<file path="src/rtl/xfc_pkg.sv">
package xfc_pkg;
    localparam int UP_W     = 4;
    localparam int LO_W     = 16;
    localparam int ADDR_W   = UP_W + LO_W;
    localparam int BYTE_W   = 8;
    localparam int REG_W    = 16;
    localparam int WAIT_W   = 4;
    localparam int SEL_W    = 2;

    localparam logic [SEL_W-1:0] SEL_UPPER = 2'd0;
    localparam logic [SEL_W-1:0] SEL_LOWER = 2'd1;
    localparam logic [SEL_W-1:0] SEL_DATA  = 2'd2;
    localparam logic [SEL_W-1:0] SEL_CTRL  = 2'd3;

    localparam int EN_BIT   = 15;
    localparam int BUSY_BIT = 15;
    localparam int ERR_BIT  = 14;

    typedef enum logic [1:0] {
        PH_IDLE    = 2'd0,
        PH_ADDR_HI = 2'd1,
        PH_ADDR_LO = 2'd2,
        PH_STROBE  = 2'd3
    } phase_t;

    // one accepted bus cycle, frozen at acceptance
    typedef struct packed {
        logic              is_write;
        logic [UP_W-1:0]   up;
        logic [LO_W-1:0]   lo;
        logic [BYTE_W-1:0] wdata;
        logic [WAIT_W-1:0] waits;
    } xfer_t;

    // everything driven onto the expansion bus
    typedef struct packed {
        logic [BYTE_W-1:0] ua;
        logic [BYTE_W-1:0] mid;
        logic              as_oe_n;
        logic              cs_n;
        logic              we_n;
        logic              dq_oe;
        logic [BYTE_W-1:0] dq;
    } pins_t;

    function automatic logic [WAIT_W-1:0] eff_waits(input logic [WAIT_W-1:0] w);
        return (w == '0) ? WAIT_W'(1) : w;
    endfunction
endpackage

</file>
<file path="src/rtl/xfc_regs.sv">
module xfc_regs
    import xfc_pkg::*;
#(
    parameter int unsigned WAIT_RST = 4
) (
    input  logic                clk,
    input  logic                rst,
    input  logic [SEL_W-1:0]    reg_sel,
    input  logic                reg_wr,
    input  logic                reg_rd,
    input  logic [REG_W-1:0]    reg_wdata,
    input  logic                busy,
    input  logic [BYTE_W-1:0]   rd_byte,
    output logic [REG_W-1:0]    reg_rdata,
    output logic                start,
    output xfer_t               xfer,
    output logic                err
);
    logic              enable_q;
    logic [UP_W-1:0]   up_q;
    logic [LO_W-1:0]   lo_q;
    logic [WAIT_W-1:0] waits_q;
    logic              dp_hit;
    logic              reject;
    logic              err_clr;

    assign dp_hit  = (reg_wr || reg_rd) && (reg_sel == SEL_DATA);
    assign start   = dp_hit && enable_q && !busy;
    assign reject  = dp_hit && busy;
    assign err_clr = reg_wr && (reg_sel == SEL_CTRL) && reg_wdata[ERR_BIT];

    always_ff @(posedge clk) begin
        if (rst) begin
            enable_q <= 1'b0;
            up_q     <= '0;
            lo_q     <= '0;
            waits_q  <= WAIT_W'(WAIT_RST);
            err      <= 1'b0;
            xfer     <= '0;
        end else begin
            if (reg_wr) begin
                unique case (reg_sel)
                    SEL_UPPER: begin
                        enable_q <= reg_wdata[EN_BIT];
                        up_q     <= reg_wdata[UP_W-1:0];
                    end
                    SEL_LOWER: lo_q    <= reg_wdata[LO_W-1:0];
                    SEL_CTRL:  waits_q <= reg_wdata[WAIT_W-1:0];
                    default: ;
                endcase
            end
            if (reject) begin
                err <= 1'b1;
            end else if (err_clr) begin
                err <= 1'b0;
            end
            if (start) begin
                xfer.is_write <= reg_wr;
                xfer.up       <= up_q;
                xfer.lo       <= lo_q;
                xfer.wdata    <= reg_wdata[BYTE_W-1:0];
                xfer.waits    <= eff_waits(waits_q);
            end
        end
    end

    always_comb begin
        reg_rdata = '0;
        unique case (reg_sel)
            SEL_UPPER: begin
                reg_rdata[EN_BIT]     = enable_q;
                reg_rdata[UP_W-1:0]   = up_q;
            end
            SEL_LOWER: reg_rdata[LO_W-1:0]   = lo_q;
            SEL_DATA:  reg_rdata[BYTE_W-1:0] = rd_byte;
            SEL_CTRL: begin
                reg_rdata[BUSY_BIT]     = busy;
                reg_rdata[ERR_BIT]      = err;
                reg_rdata[WAIT_W-1:0]   = waits_q;
            end
            default: ;
        endcase
    end
endmodule

</file>
<file path="src/rtl/xfc_seq.sv">
module xfc_seq
    import xfc_pkg::*;
(
    input  logic                clk,
    input  logic                rst,
    input  logic                start,
    input  logic                is_write,
    input  logic [WAIT_W-1:0]   waits,
    input  logic [BYTE_W-1:0]   dq_in,
    output phase_t              phase,
    output logic                busy,
    output logic [BYTE_W-1:0]   rd_byte,
    output logic                rd_done
);
    logic [WAIT_W-1:0] cnt_q;

    assign busy = (phase != PH_IDLE);

    always_ff @(posedge clk) begin
        if (rst) begin
            phase   <= PH_IDLE;
            cnt_q   <= '0;
            rd_byte <= '0;
            rd_done <= 1'b0;
        end else begin
            rd_done <= 1'b0;
            unique case (phase)
                PH_IDLE: begin
                    if (start) phase <= PH_ADDR_HI;
                end
                PH_ADDR_HI: phase <= PH_ADDR_LO;
                PH_ADDR_LO: begin
                    phase <= PH_STROBE;
                    cnt_q <= waits - WAIT_W'(1);
                end
                PH_STROBE: begin
                    if (cnt_q == '0) begin
                        phase <= PH_IDLE;
                        if (!is_write) begin
                            rd_byte <= dq_in;
                            rd_done <= 1'b1;
                        end
                    end else begin
                        cnt_q <= cnt_q - WAIT_W'(1);
                    end
                end
                default: phase <= PH_IDLE;
            endcase
        end
    end
endmodule

</file>
<file path="src/rtl/xfc_lanes.sv">
module xfc_lanes
    import xfc_pkg::*;
(
    input  phase_t              phase,
    input  logic                is_write,
    input  logic [UP_W-1:0]     up,
    input  logic [LO_W-1:0]     lo,
    input  logic [BYTE_W-1:0]   wdata,
    output pins_t               pins
);
    localparam int PAD_W = BYTE_W - UP_W;

    always_comb begin
        pins         = '0;
        pins.cs_n    = 1'b1;
        pins.we_n    = 1'b1;
        pins.as_oe_n = 1'b0;
        unique case (phase)
            PH_ADDR_HI: begin
                pins.as_oe_n = 1'b1;
                pins.ua      = {{PAD_W{1'b0}}, up};
            end
            PH_ADDR_LO: begin
                pins.as_oe_n = is_write;
                pins.ua      = lo[BYTE_W-1:0];
                pins.mid     = lo[LO_W-1:BYTE_W];
            end
            PH_STROBE: begin
                pins.as_oe_n = is_write;
                pins.ua      = lo[BYTE_W-1:0];
                pins.mid     = lo[LO_W-1:BYTE_W];
                pins.cs_n    = 1'b0;
                pins.we_n    = !is_write;
                pins.dq_oe   = is_write;
                pins.dq      = is_write ? wdata : '0;
            end
            default: ;
        endcase
    end
endmodule

</file>
<file path="src/rtl/xbus_flash_ctrl.sv">
module xbus_flash_ctrl
    import xfc_pkg::*;
#(
    parameter int unsigned WAIT_RST = 4
) (
    input  logic          clk,
    input  logic          rst,
    input  logic [1:0]    reg_sel,
    input  logic          reg_wr,
    input  logic          reg_rd,
    input  logic [15:0]   reg_wdata,
    output logic [15:0]   reg_rdata,
    output logic          busy,
    output logic          xfer_err,
    output logic          rd_done,
    output logic [7:0]    rd_byte,
    output logic [7:0]    eb_ua,
    output logic [7:0]    eb_mid,
    output logic          eb_as_oe_n,
    output logic          eb_cs_n,
    output logic          eb_we_n,
    output logic [7:0]    eb_dq_out,
    output logic          eb_dq_oe,
    input  logic [7:0]    eb_dq_in
);
    logic   start;
    xfer_t  xfer;
    phase_t phase;
    pins_t  pins;

    xfc_regs #(.WAIT_RST(WAIT_RST)) u_regs (
        .clk       (clk),
        .rst       (rst),
        .reg_sel   (reg_sel),
        .reg_wr    (reg_wr),
        .reg_rd    (reg_rd),
        .reg_wdata (reg_wdata),
        .busy      (busy),
        .rd_byte   (rd_byte),
        .reg_rdata (reg_rdata),
        .start     (start),
        .xfer      (xfer),
        .err       (xfer_err)
    );

    xfc_seq u_seq (
        .clk      (clk),
        .rst      (rst),
        .start    (start),
        .is_write (xfer.is_write),
        .waits    (xfer.waits),
        .dq_in    (eb_dq_in),
        .phase    (phase),
        .busy     (busy),
        .rd_byte  (rd_byte),
        .rd_done  (rd_done)
    );

    xfc_lanes u_lanes (
        .phase    (phase),
        .is_write (xfer.is_write),
        .up       (xfer.up),
        .lo       (xfer.lo),
        .wdata    (xfer.wdata),
        .pins     (pins)
    );

    assign eb_ua      = pins.ua;
    assign eb_mid     = pins.mid;
    assign eb_as_oe_n = pins.as_oe_n;
    assign eb_cs_n    = pins.cs_n;
    assign eb_we_n    = pins.we_n;
    assign eb_dq_oe   = pins.dq_oe;
    assign eb_dq_out  = pins.dq;
endmodule

</file>
<file path="config.mk">
export PLATFORM = sky130hd
export DESIGN_NAME = xbus_flash_ctrl
export DESIGN_NICKNAME = d
export VERILOG_FILES = /design/src/rtl/xfc_pkg.sv /design/src/rtl/xfc_regs.sv /design/src/rtl/xfc_seq.sv /design/src/rtl/xfc_lanes.sv /design/src/rtl/xbus_flash_ctrl.sv
export SDC_FILE = /design/constraint.sdc
export NUM_CORES = 1
export LEC_CHECK = 0
export ABC_AREA = 1
export BUFFER_PORTS_ARGS = -buffer_cell sky130_fd_sc_hd__buf_2
export CORE_MARGIN = 8
export CORE_UTILIZATION = 49
export CTS_CLUSTER_SIZE = 40
export DETAILED_ROUTE_END_ITERATION = 8
export PLACE_DENSITY_LB_ADDON = 0.08
export SLEW_MARGIN = 20
export SYNTH_ARGS = -nofsm -noshare
export SYNTH_HDL_FRONTEND = slang
export SYNTH_HIERARCHICAL = 1
export SYNTH_SLANG_ARGS = --single-unit
</file>
<file path="constraint.sdc">
create_clock -name clk -period 1.7 [get_ports clk]
set_input_delay 0.085 -clock clk [delete_from_list [all_inputs] [get_ports clk]]
set_output_delay 0.085 -clock clk [all_outputs]
set_load 0.1 [all_outputs]
</file>
# [After elaboration in Yosys (flattened, before gate mapping)]
# Cells that the tools add are included.
[totals] elab_cells=71 ff_bits=74 in_bits=30
[classes] add_sub_neg=2 n_mux=19 n_eq_ne=9 bitwise=3 n_reduce_logical=24
[op_table] op="8-bit two-way mux" count=2
[op_table] op="4-bit one-hot mux with 2 select lines" count=2
[op_table] op="4-bit one-hot mux with 4 select lines" count=1
[op_table] op="8-bit one-hot mux with 2 select lines" count=1
[op_table] op="11-bit two-way mux" count=1
[op_table] op="2-bit AND reduction" count=5
[op_table] op="2-bit == test (second input constant)" count=4
[op_table] op="4-bit logical NOT" count=2
[op_table] op="4-bit two-way mux" count=2
[op_table] op="2-bit one-hot mux with 4 select lines" count=1
[op_table] op="4-bit by 1-bit subtractor with 4-bit output (second input constant)" count=2
[op_table] op="1-bit logical AND" count=6
[op_table] op="6-bit two-way mux" count=1
[op_table] op="2-bit inequality test (second input constant)" count=3
[op_table] op="2-bit nonzero test" count=3
[op_table] op="2-bit by 1-bit == test with 1-bit output (second input constant)" count=2
[op_table] op="2-bit logical NOT" count=2
[op_table] op="2-bit two-way mux" count=2
[op_table] op="1-bit one-hot mux with 2 select lines" count=2
[op_table] op="1-bit two-way mux" count=3
[op_table] op="1-bit NOT" count=3
[op_table] op="1-bit one-hot mux with 3 select lines" count=1
[op_table] op="3-bit AND reduction" count=1
[op_table] op="3-bit OR reduction" count=1
[op_table] op="other kinds (3)" count=4

# [Depth between registers and ports, before layout]
[logic_depth] word_depth=6 mapped_depth=12 ltp_nobuf=11

# [Hierarchy]
# The synthesis kept the hierarchy.
[by_module_without_submodules] module="xfc_regs" area_per_inst_um2=2678.8 instances=1 cells_per_inst=382 seq_area_each_um2=1181.1
[by_module_without_submodules] module="xfc_seq" area_per_inst_um2=784.5 instances=1 cells_per_inst=108 seq_area_each_um2=300.3
[by_module_without_submodules] module="xfc_lanes" area_per_inst_um2=257.7 instances=1 cells_per_inst=63 seq_area_each_um2=0.0

# [Worst setup path before layout]
# OpenSTA, ideal clock, no wires.
[synth_path] kind="reg-to-output" from="register u_seq.rd_byte[0]" to="output port reg_rdata[0]" path_buffers=0 arrival_ps=2654 path_stages_with_launch=5 path_slack_ps=-1039 path_cell_list="dfxtp_1 -> nand2_1 -> o21ai_0 -> nor2_1 -> a21oi_1"
[synth_via] elab_chain_len=1
[synth_lines] element="start: declaration" line="xfc_seq.sv:12" text="output logic [BYTE_W-1:0] rd_byte,"
[synth_lines] element="start signal: assignment" line="xfc_seq.sv:40" text="rd_byte <= dq_in;"
[synth_lines] element="4-bit one-hot mux with 4 select lines" line="xfc_regs.sv:69" text="unique case (reg_sel)"
[synth_lines] element="end: declaration" line="xbus_flash_ctrl.sv:12" text="output logic [15:0] reg_rdata,"
# Every way passes these cells.

# [Worst setup path in the final report]
[layout_path] from="register u_seq.phase[1]" to="output port reg_rdata[15]"
[layout_via] elab_chain_len=2
[layout_lines] element="start: declaration" line="xfc_seq.sv:10" text="output phase_t phase,"
[layout_lines] element="start signal: assignment" line="xfc_seq.sv:21" text="phase <= PH_IDLE;"
[layout_lines] element="start signal: assignment" line="xfc_seq.sv:29" text="if (start) phase <= PH_ADDR_HI;"
[layout_lines] element="start signal: assignment" line="xfc_seq.sv:31" text="PH_ADDR_HI: phase <= PH_ADDR_LO;"
[layout_lines] element="2-bit nonzero test" line="xfc_seq.sv:17" text="assign busy = (phase != PH_IDLE);"
[layout_lines] element="1-bit one-hot mux with 3 select lines" line="xfc_regs.sv:69"
# Every way passes these cells.

==> impl_metrics.yaml <==
clocking:
  cts_buffers: 9
  clock_path_buffers: 2
  cts_sinks: 74
  cts_root_buf: "clkbuf_8"
  cts_max_level: 3
  clkLatencyLatePin_ps: 340
  cts_tree: "yes"
  cts.clk_slew.worst_paths_ps: 80
global_routing:
  track_usage_pct: 20.2
  grt_max_degree: 65
  overflow: 0
  grt_pass1_vias: 3603
  grt_pass1_wl_mm: 16.9
  antenna_found_initial: 1
synth:
  avgSynthCellArea_sq_um: 6.73
  synth-edff-count: 0
  ys_ff_latch: 74
  synthFlopType: "dfxtp_1"
  mappedNetlistArea_sq_um: 3720
  synth.most_common_cell: "nand2_1"
  syn_nets: 594
  postSynthCellCount: 553
  ys_types: 29
  synth_commonest_cells: "nand2_1, inv_1, dfxtp_1"
  synthTopCellsByArea: "dfxtp_1, nand2_1, a21oi_1"
  yosysWarnings: 6
  ys_async_sr_fraction_pct: 0
  yosysTopAreaCell: "dfxtp_1"
  synth_top_area_share_pct: 39.8
  ys_seq_area_share_pct: 39.8
setup_path:
  startpoint: "u_seq/phase[1]"
  cp_slowest_cell: "dfxtp_2"
  end_kind: "output pin"
  reg2reg_from: "u_seq/phase[1]"
  reg2reg_slack_ps: 130
  crit_family: "buffers and inverters"
  start_kind: "flip-flop"
  path_common_cell: "clkinvlp_4"
  reg2reg_depth: 10
  worstSetupPathType: "reg -> out"
  cp_max_fo: 5
  path_cells: "inv_2, ha_4, clkinvlp_4, nand2_2, a31o_4, clkinvlp_4, buf_12"
  slowest_delay_ps: 360
  crit_end: "reg_rdata[15]"
  rr_endpoint: "u_seq/cnt_q[2]"
  cp.required_ps: 1620
  cp.depth: 7
  worstPathArrival_ps: 1590
  crit_buf_inv: 4
sta:
  slew_violations: 0
  post-route-min-period_ps: 1680
  finalSetupViolations: 0
  fmax_mhz: 597
  hold_viol_final: 0
  tightest_slew_ps: 533
  max_slew_margin_pct: 64.4
  fin_skew_ps: 9.49
  period_share_pct: 98.6
power_and_ir_drop:
  combPwrFrac_pct: 29.5
  swShare_pct: 34.7
  ir_drop_mv: 0.495
  power_switching_w: 0.00162
  power.leakage_nw: 2.38
  finalPower_w: 0.00468
  powerDensity_nw_per_um2: 880
  clkPwrFrac_pct: 30.1
  p_int_w: 0.00306
  seq_power_share_pct: 40.4
route:
  postRouteAntennaNets: 0
  routedWlPerCell_um: 14.1
  routed_wl_mm: 10.5
  firstDrtPassIters: 5
  viasPerCell: 5.00
  route.detailed.drc: 0
  routed-wl-met2_mm: 4.98
  dr.max_layer_used: "met5"
  drt-initial-drc-count: 258
  dr_total_vias: 3717
  dr_wl_met3_um: 636
  wl_met1_mm: 4.70
die:
  ios: 85
  die_h_um: 103
  rows: 31
  dieArea_sq_um: 10600
  dieWidth_um: 103
  start_util_pct: 51.0
  design.core.area_sq_um: 7290
cells_and_area:
  n_fill_cell: 637
  final_core_util_pct: 72.9
  drive_gt1_share_pct: 25.7
  area_growth_pct: 42.9
  final_nets: 681
  antennaDiodeCount: 0
min_path:
  hold_depth: 3
  min_path_type: "in -> reg"
placement:
  gp_congestion: 0.908
  io_buffers: 84
  hpwl_mm: 7.55
run_status:
  status: "finished, final reports clean"
job:
  max_cap_viol_count: 0
per-layer routing:
layer	track usage (%)	vias up
met5	0	-
met4	7.01	2
li1	-	1905
met1	25.2	1690
met3	4.39	14
met2	33.6	106
cells in the final DEF, fill, tap and decap left out, drive strengths merged:
master | Yosys | layout
a21oi | 68 | 68
a31o | 1 | 1
buf | 23 | 95
bufinv | 0 | 1
clkbuf | 8 | 16
clkinv | 0 | 2
clkinvlp | 0 | 3
dfxtp | 74 | 74
dlygate4sd3 | 0 | 8
ha | 11 | 11
inv | 81 | 79
nand2 | 121 | 121
nand3 | 44 | 44
nand4 | 2 | 2
nor2 | 72 | 72
nor3 | 1 | 1
o211ai | 1 | 1
o21ai | 43 | 43
or2 | 2 | 2
xor2 | 1 | 1
per-stage QoR:
stage               instances  setup WS, ps  area [sq um]  TNS (ps)  hold slack (ps)
floorplan                 553          -262          3940     -4500              147
detailed placement        718           169          4980         0              316
CTS                       743          2.54          5270         0             10.8
global placement          718           218          4980         0              308
global route              744         -9.00          5320     -9.00             30.5
finish                    744          24.2          5320         0             16.6
worst register-to-register path, cell delays in order, from the launching register on:
cell and delay, ps:
dfxtp_2 340, buf_4 140, ha_2 190, buf_6 140, nand2_1 80, nand2_2 80
ha_1 210, xor2_1 140, nand2_1 60, nand2_1 50, nor2_1 30
power by group through the flow:
stage | Clock, W | Combinational (W) | Sequential [W]
floorplan | 0 | 0.000871 | 0.00197
global placement | 0 | 0.00130 | 0.00192
detailed placement | 0 | 0.00133 | 0.00192
CTS | 0.00144 | 0.00135 | 0.00188
global route | 0.00150 | 0.00147 | 0.00190
finish | 0.00141 | 0.00138 | 0.00189
cell type report:
class                      count  area (sq um)  share of cell area, %
sequential                    74          1500                   28.1
inverter                      81           320                   6.02
clock inverter                 4          48.8                  0.918
timing repair buffer         107          1210                   22.7
clock buffer                  12           155                   2.92
tap                           99           124                   2.33
multi-input combinational    367          1960                   36.9
cells by family (layout without fill, tap and decap cells):
| logic type | Yosys count | after routing | synth area share (%) |
|---|---|---|---|
| fa+ha+maj | 11 | 11 | 3.70 |
| compound gates | 113 | 113 | 15.4 |
| flops | 74 | 74 | 39.8 |
| buf+inv | 112 | 204 | 13.2 |
| xor+xnor | 1 | 1 | 0.235 |
| simple gates | 242 | 242 | 27.6 |
flip-flops by register name (all words and copies together) (netlist names):
register,flops
u_regs/lo_q,16
u_seq/rd_done,1
u_regs/err,1
u_seq/phase,2
u_seq/cnt_q,4
u_regs/enable_q,1
u_seq/rd_byte,8
u_regs/waits_q,4
u_regs/up_q,4
u_regs/xfer,33
how the worst min path moves through the flow:
stage / startpoint / slack, ps / end
after global placement: eb_dq_in[1] / 310 / u_seq/rd_byte[1]
after CTS: reg_wdata[8] / 10 / u_regs/lo_q[8]
after detailed placement: eb_dq_in[4] / 320 / u_seq/rd_byte[4]
final: reg_wdata[12] / 20 / u_regs/lo_q[12]
after global routing: rst / 30 / u_seq/rd_done
after floorplan: rst / 150 / u_seq/phase[1]
repair_timing:
item	in CTS	in global routing
buffers inserted	1	1
endpoints found under the setup margin	3	14
resized for setup	2	11
cloned	0	0
hold endpoints to repair	8	0
pin swaps	0	1
hold buffers	8	0
Note: power is estimated with default switching activity, not from simulation.
